==> src/rtl/clkdiv_aligned_pkg.sv <==
package clkdiv_aligned_pkg;

  // Strobes from the control section to the datapath.
  typedef struct packed {
    logic step;   // advance the divide counter on this cycle
    logic clear;  // hold the divide counter at zero
  } dpStrobe_t;

endpackage

==> src/rtl/clkdiv_aligned_dp.sv <==
module clkdiv_aligned_dp
  import clkdiv_aligned_pkg::*;
#(
  parameter int NUM_IN     = 4,
  parameter int DIV_STAGES = 3
) (
  input  logic                  clk,
  input  logic                  rstN,
  input  logic [NUM_IN-1:0]     clkIn,
  input  dpStrobe_t             strobe,
  output logic [NUM_IN-1:0]     clkOut,
  output logic [NUM_IN-1:0]     riseVec,
  output logic [DIV_STAGES-1:0] divOut
);

  logic [NUM_IN-1:0]     matchQ;
  logic [DIV_STAGES-1:0] cntQ;

  // One identical register per input keeps the latency matched.
  for (genvar i = 0; i < NUM_IN; i++) begin : genMatch
    always_ff @(posedge clk or negedge rstN) begin
      if (!rstN) matchQ[i] <= 1'b0;
      else       matchQ[i] <= clkIn[i];
    end
    // Rising edge seen at the matched output on the coming edge.
    assign riseVec[i] = clkIn[i] & ~matchQ[i];
  end

  // Down-counter: all bits rise together on the first step from zero.
  always_ff @(posedge clk or negedge rstN) begin
    if (!rstN)             cntQ <= '0;
    else if (strobe.clear) cntQ <= '0;
    else if (strobe.step)  cntQ <= cntQ - 1'b1;
  end

  assign clkOut = matchQ;
  assign divOut = cntQ;

endmodule

==> src/rtl/clkdiv_aligned_ctrl.sv <==
module clkdiv_aligned_ctrl
  import clkdiv_aligned_pkg::*;
#(
  parameter int NUM_IN       = 4,
  parameter int SYNC_STAGES  = 2,
  parameter int RST_SYNC_SEL = 0,
  parameter bit RELEASE_GATE = 1'b0
) (
  input  logic              clk,
  input  logic              rstN,
  input  logic [NUM_IN-1:0] riseVec,
  input  logic              relStrobe,
  output dpStrobe_t         strobe,
  output logic              syncDone,
  output logic              released
);

  logic [SYNC_STAGES-1:0] syncQ;
  logic                   primaryRise;
  logic                   runNow;

  assign primaryRise = riseVec[0];

  // Reset release synchronizer, advanced by the selected input's rising edges.
  always_ff @(posedge clk or negedge rstN) begin
    if (!rstN)                      syncQ <= '0;
    else if (riseVec[RST_SYNC_SEL]) syncQ <= {syncQ[SYNC_STAGES-2:0], 1'b1};
  end

  assign syncDone = syncQ[SYNC_STAGES-1];

  if (RELEASE_GATE) begin : genGate
    logic relQ;
    always_ff @(posedge clk or negedge rstN) begin
      if (!rstN)                                     relQ <= 1'b0;
      else if (syncDone && primaryRise && relStrobe) relQ <= 1'b1;
    end
    assign released = relQ;
  end else begin : genNoGate
    logic unusedRel;
    assign unusedRel = relStrobe;
    assign released  = 1'b1;
  end

  assign runNow       = syncDone & released;
  assign strobe.step  = runNow & primaryRise;
  assign strobe.clear = ~runNow;

endmodule

==> src/rtl/clkdiv_aligned.sv <==
module clkdiv_aligned
  import clkdiv_aligned_pkg::*;
#(
  parameter int NUM_IN       = 4,
  parameter int DIV_STAGES   = 3,
  parameter int SYNC_STAGES  = 2,
  parameter int RST_SYNC_SEL = 0,
  parameter bit RELEASE_GATE = 1'b0
) (
  input  logic                  clk,
  input  logic                  rstN,
  input  logic [NUM_IN-1:0]     clkIn,
  input  logic                  relStrobe,
  output logic [NUM_IN-1:0]     clkOut,
  output logic [DIV_STAGES-1:0] divOut
);

  dpStrobe_t         strobe;
  logic [NUM_IN-1:0] riseVec;
  logic              syncDone;
  logic              released;

  clkdiv_aligned_ctrl #(
    .NUM_IN       (NUM_IN),
    .SYNC_STAGES  (SYNC_STAGES),
    .RST_SYNC_SEL (RST_SYNC_SEL),
    .RELEASE_GATE (RELEASE_GATE)
  ) u_ctrl (
    .clk       (clk),
    .rstN      (rstN),
    .riseVec   (riseVec),
    .relStrobe (relStrobe),
    .strobe    (strobe),
    .syncDone  (syncDone),
    .released  (released)
  );

  clkdiv_aligned_dp #(
    .NUM_IN     (NUM_IN),
    .DIV_STAGES (DIV_STAGES)
  ) u_dp (
    .clk     (clk),
    .rstN    (rstN),
    .clkIn   (clkIn),
    .strobe  (strobe),
    .clkOut  (clkOut),
    .riseVec (riseVec),
    .divOut  (divOut)
  );

endmodule

==> config.mk <==
export PLATFORM = sky130hd
export DESIGN_NAME = clkdiv_aligned
export DESIGN_NICKNAME = d
export VERILOG_FILES = /design/src/rtl/clkdiv_aligned_pkg.sv /design/src/rtl/clkdiv_aligned_dp.sv /design/src/rtl/clkdiv_aligned_ctrl.sv /design/src/rtl/clkdiv_aligned.sv
export SDC_FILE = /design/constraint.sdc
export NUM_CORES = 1
export LEC_CHECK = 0
export BUFFER_PORTS_ARGS = -buffer_cell sky130_fd_sc_hd__buf_2
export CORE_AREA = 3 3 40 42
export CTS_BUF_LIST = sky130_fd_sc_hd__clkbuf_4 sky130_fd_sc_hd__clkbuf_8
export CTS_CLUSTER_SIZE = 25
export DETAILED_ROUTE_END_ITERATION = 8
export DIE_AREA = 0 0 43 45
export SETUP_SLACK_MARGIN = 0.4
export SLEW_MARGIN = 20
export SYNTH_ARGS = -nofsm -noshare
export SYNTH_HDL_FRONTEND = slang
export SYNTH_SLANG_ARGS = --single-unit
==> constraint.sdc <==
create_clock -name clk -period 1.6 [get_ports clk]
set_input_delay 0.24 -clock clk [delete_from_list [all_inputs] [get_ports clk]]
set_output_delay 0.24 -clock clk [all_outputs]
set_load 0.005 [all_outputs]
Word level (Yosys, flattened, before mapping)
Cells that the tools add are included.

word-level totals
  bits in registers = 9
  input bits = 7

cells by class
  add/sub/neg operators = 1
  eq/ne operators = 1
  muxes and demuxes = 2
  bitwise gates (word level) = 3

operator list
  cell                   number
  $mux W3                2
  $sub A3 B1 Y3 const B  1
  $and A1 B1 Y1          2
  $ne A2 B2 Y1 const B   1
  $not A1 Y1             1

Depth between registers and ports, before layout
  depth in word-level cells = 5
  mapped depth = 5
  depth with buffers taken out = 5

By module
A second synthesis with hierarchy kept.

unflattened totals
  cell total of the unflattened synthesis = 30
  area, all modules = 366.6 sq um

modules (own cells, without submodules)
  module               times used  cells an instance  area each (sq um)
  clkdiv_aligned_dp    1           22                 272.8
  clkdiv_aligned_ctrl  1           8                  93.8

Worst setup path before layout
OpenSTA, ideal clock, no wires.

  kind = register -> register
  from = register u_dp.cntQ[0] (netlist: u_dp.divOut[0])
  to = register u_dp.cntQ[2] (netlist: u_dp.divOut[2])
  setup time = 0.119 ns
  data arrival time = 0.925 ns
  data required time = 1.481 ns
  setup slack = 0.556 ns
  cell stages (with the launch flop) = 6
  buffers on the path = 0
  clock period less this slack = 1.044 ns
  cells stage by stage = dfrtp_1 -> inv_1 -> ha_1 -> nand3b_1 -> xnor2_1 -> and2_1

on the way
  longest elaborated chain between the ends = 3

ends and longest elaborated chain
  what                      line                     text
  start: declaration        clkdiv_aligned_dp.sv:17  logic [DIV_STAGES-1:0] cntQ;
  start signal: assignment  clkdiv_aligned_dp.sv:33  else if (strobe.step) cntQ <= cntQ - 1'b1;
  $sub A3 B1 Y3             clkdiv_aligned_dp.sv:33
  $mux W3                   clkdiv_aligned_dp.sv:33
  $mux W3                   clkdiv_aligned_dp.sv:32  else if (strobe.clear) cntQ <= '0;

No other way between the ends. The select of a mux whose other input is x is not followed.
A chain may end at the register's enable or synchronous reset.

Worst setup path after layout
Same ends and word-level chain as after synthesis.

==> impl_metrics.tcl <==
set metrics [dict create \
    min_path_type "in2reg" \
    reg2reg_depth 5 \
    cts-root-buf "clkbuf_4" \
    path_delay_family "flip-flops" \
    finalSetupViolCount 0 \
    rsz0062_at_grt "no" \
    clock_path_buffers 2 \
    status "finished clean" \
    core_sq_mm 0.00128 \
    end_kind "register" \
    cts_tree "built" \
    synth_nets 30 \
    dieHeight_um 45 \
    skew_ps 1.45 \
    worstPathCellList "inv_1 -> ha_1 -> nand3b_1 -> xnor2_1 -> and2_1" \
    vdd_drop_max_mv 0.546 \
    grtUsageTotal_pct 6.25 \
    core.rowCount 13 \
    synth_top_cell_by_area "dfrtp_1" \
    viasPerCell 3.85 \
    synth_cell_types 11 \
    htreeDepth 1 \
    tightest_slew_ps 200 \
    n_antenna_cell 0 \
    first_pass_iters 2 \
    synth.area.top_cells "dfrtp_1 69%, xnor2_1 5.3%, nor2b_4 4.2%, and2_1 3.8%, ha_1 3.8%" \
    syn-mean-instance-area_sq_um 14.9 \
    io_buffers 12 \
    antenna_found_initial 0 \
    hold_violations 0 \
    fmax_mhz 924 \
    cap_violations 0 \
    drt.antenna.violating_nets 0 \
    gp_congestion 0.615 \
    clock_latency_ps 250 \
    maxSlewViolCount 0 \
    post-route-util_pct 34.8 \
    syn_inst 22 \
    holdPathStages 1 \
    fp.dieArea_sq_mm 0.00194 \
    grt-ovfl-total 0 \
    synth_seq_area_share_pct 68.7 \
    rr_startpoint "u_dp.divOut[0]" \
    cpMaxStageDelayCell "dfrtp_1" \
    timing.final.crit_share_pct 67.7 \
    maxSlewHeadroom_pct 86.7 \
    design_area_sq_um 447 \
    max_stage_delay_ps 370 \
    cp_data_arrival_time_ps 1220 \
    nets 48 \
    powerDensity_mw_per_mm2 1440 \
    post_cts_buffers 0 \
    die_w_um 43 \
    final_layout_size_suffix_gt1_share_pct 48.7 \
    fin_crit_ps 1080 \
    hp-start "clkIn[2]" \
    timing.rr.end "u_dp.divOut[2]" \
    whs_ps 94.9 \
    io_pins 14 \
    drt_iter0_drc 2 \
    crit_required_ps 1740 \
    grt_pass1_vias 212 \
    worstSetupPathType "reg2reg" \
    cts_sinks 9 \
    yosys_warnings 0 \
    p_total_mw 0.644 \
    r2r_slack_ps 520 \
    yosys.area.top_type_share_pct 68.7 \
    cts_buffers 3 \
    place_area_sq_um 407 \
    start_util_pct 25.5 \
    syn_area_sq_um 328 \
    critPathMaxFanout 2 \
    drt_wl_total_um 547 \
    routedWlPerCell_um 10.1 \
    p_leak_nw 0.216 \
    start_kind "register" \
    via_count 208 \
    clk_pin_slew_worst_paths_ps 60 \
    ys_ff_latch 9 \
    cts_resized 0 \
    crit_buf_inv 1 \
    hold_end "u_dp.clkOut[2]" \
    grt_pass1_wl_um 821 \
    grt_max_degree 10 \
    area_delta_synth_final_pct 36.3 \
    fin_tns_setup_ps 0 \
    drc 0 \
]
==> worst reg2reg max path, stage by stage (launching register included) <==
cell	delay, ps
dfrtp_1	370
inv_1	90
ha_1	160
nand3b_1	90
xnor2_1	130
and2_1	150
==> cells in the mapped netlist (all sizes together) <==
cell type	count
dfrtp	9
and2	2
inv	2
xnor2	2
ha	1
mux2	1
nand2	1
nand3b	1
nor2b	1
o211a	1
or2	1
==> cell families after synthesis <==
kind of cell    after synthesis  share of synthesized area (%)
flops                         9                           68.7
simple gates                  6                           13.4
xor+xnor                      2                           5.34
buf+inv                       2                           2.29
compound gates                1                           3.05
mux                           1                           3.43
fa+ha+maj                     1                           3.82
==> cell type report <==
class	instances	area, sq um
sequential	9	225
tap	15	18.8
timing repair buffer	13	70.1
fill	132	838
inverter	2	7.51
clock buffer	4	30.0
multi-input combinational	11	95.1
==> per-layer routing <==
layer  global-route usage (%)  up-vias  wire length [um]
met4                        0        0                 0
li1                         -      104                 -
met1                     7.29       89               240
met3                     6.77        0                80
met5                        0        -                 0
met2                     8.38       15               225
==> layout by cell type (no fill, tap or decap) <==
master          n
nand2_1         1
xnor2_1         2
dfrtp_1         9
nand3b_1        1
ha_1            1
dlygate4sd3_1   1
inv_1           2
and2_1          2
mux2_2          1
clkbuf_4        4
o211a_1         1
nor2b_4         1
or2_2           1
buf_2          12
==> power by group <==
part	switching (mW)	total, mW	internal (mW)
registers	0.0247	0.296	0.272
clock network	0.0698	0.182	0.112
logic	0.0696	0.166	0.0960
==> repair_timing <==
| item | 4_1_cts | 5_1_grt |
|---|---|---|
| hold buffers | 1 | 0 |
| setup endpoints to repair | 0 | 0 |
| hold endpoints to repair | 9 | 0 |
==> sequential cells by signal, indices dropped and copies added, names as in the netlist <==
name / cells
u_ctrl.syncQ: 2
u_dp.clkOut: 4
u_dp.divOut: 3
==> per-stage QoR <==
step	setup slack (ps)	cells
finish	518	54
global route	419	54
detailed placement	512	49
CTS	499	54
floorplan	556	22
global placement	524	49
==> worst max-delay path by stage <==
stage	slack (ps)	from	cells after the start	to
after global placement	520	u_dp.divOut[0]	5	u_dp.divOut[2]
after floorplan	560	u_dp.divOut[0]	5	u_dp.divOut[2]
final	520	u_dp.divOut[0]	5	u_dp.divOut[2]
after global routing	420	u_dp.divOut[0]	5	u_dp.divOut[2]
after CTS	500	u_dp.divOut[0]	5	u_dp.divOut[2]
after detailed placement	510	u_dp.divOut[0]	5	u_dp.divOut[2]
Power figures use the tool's default switching activity.
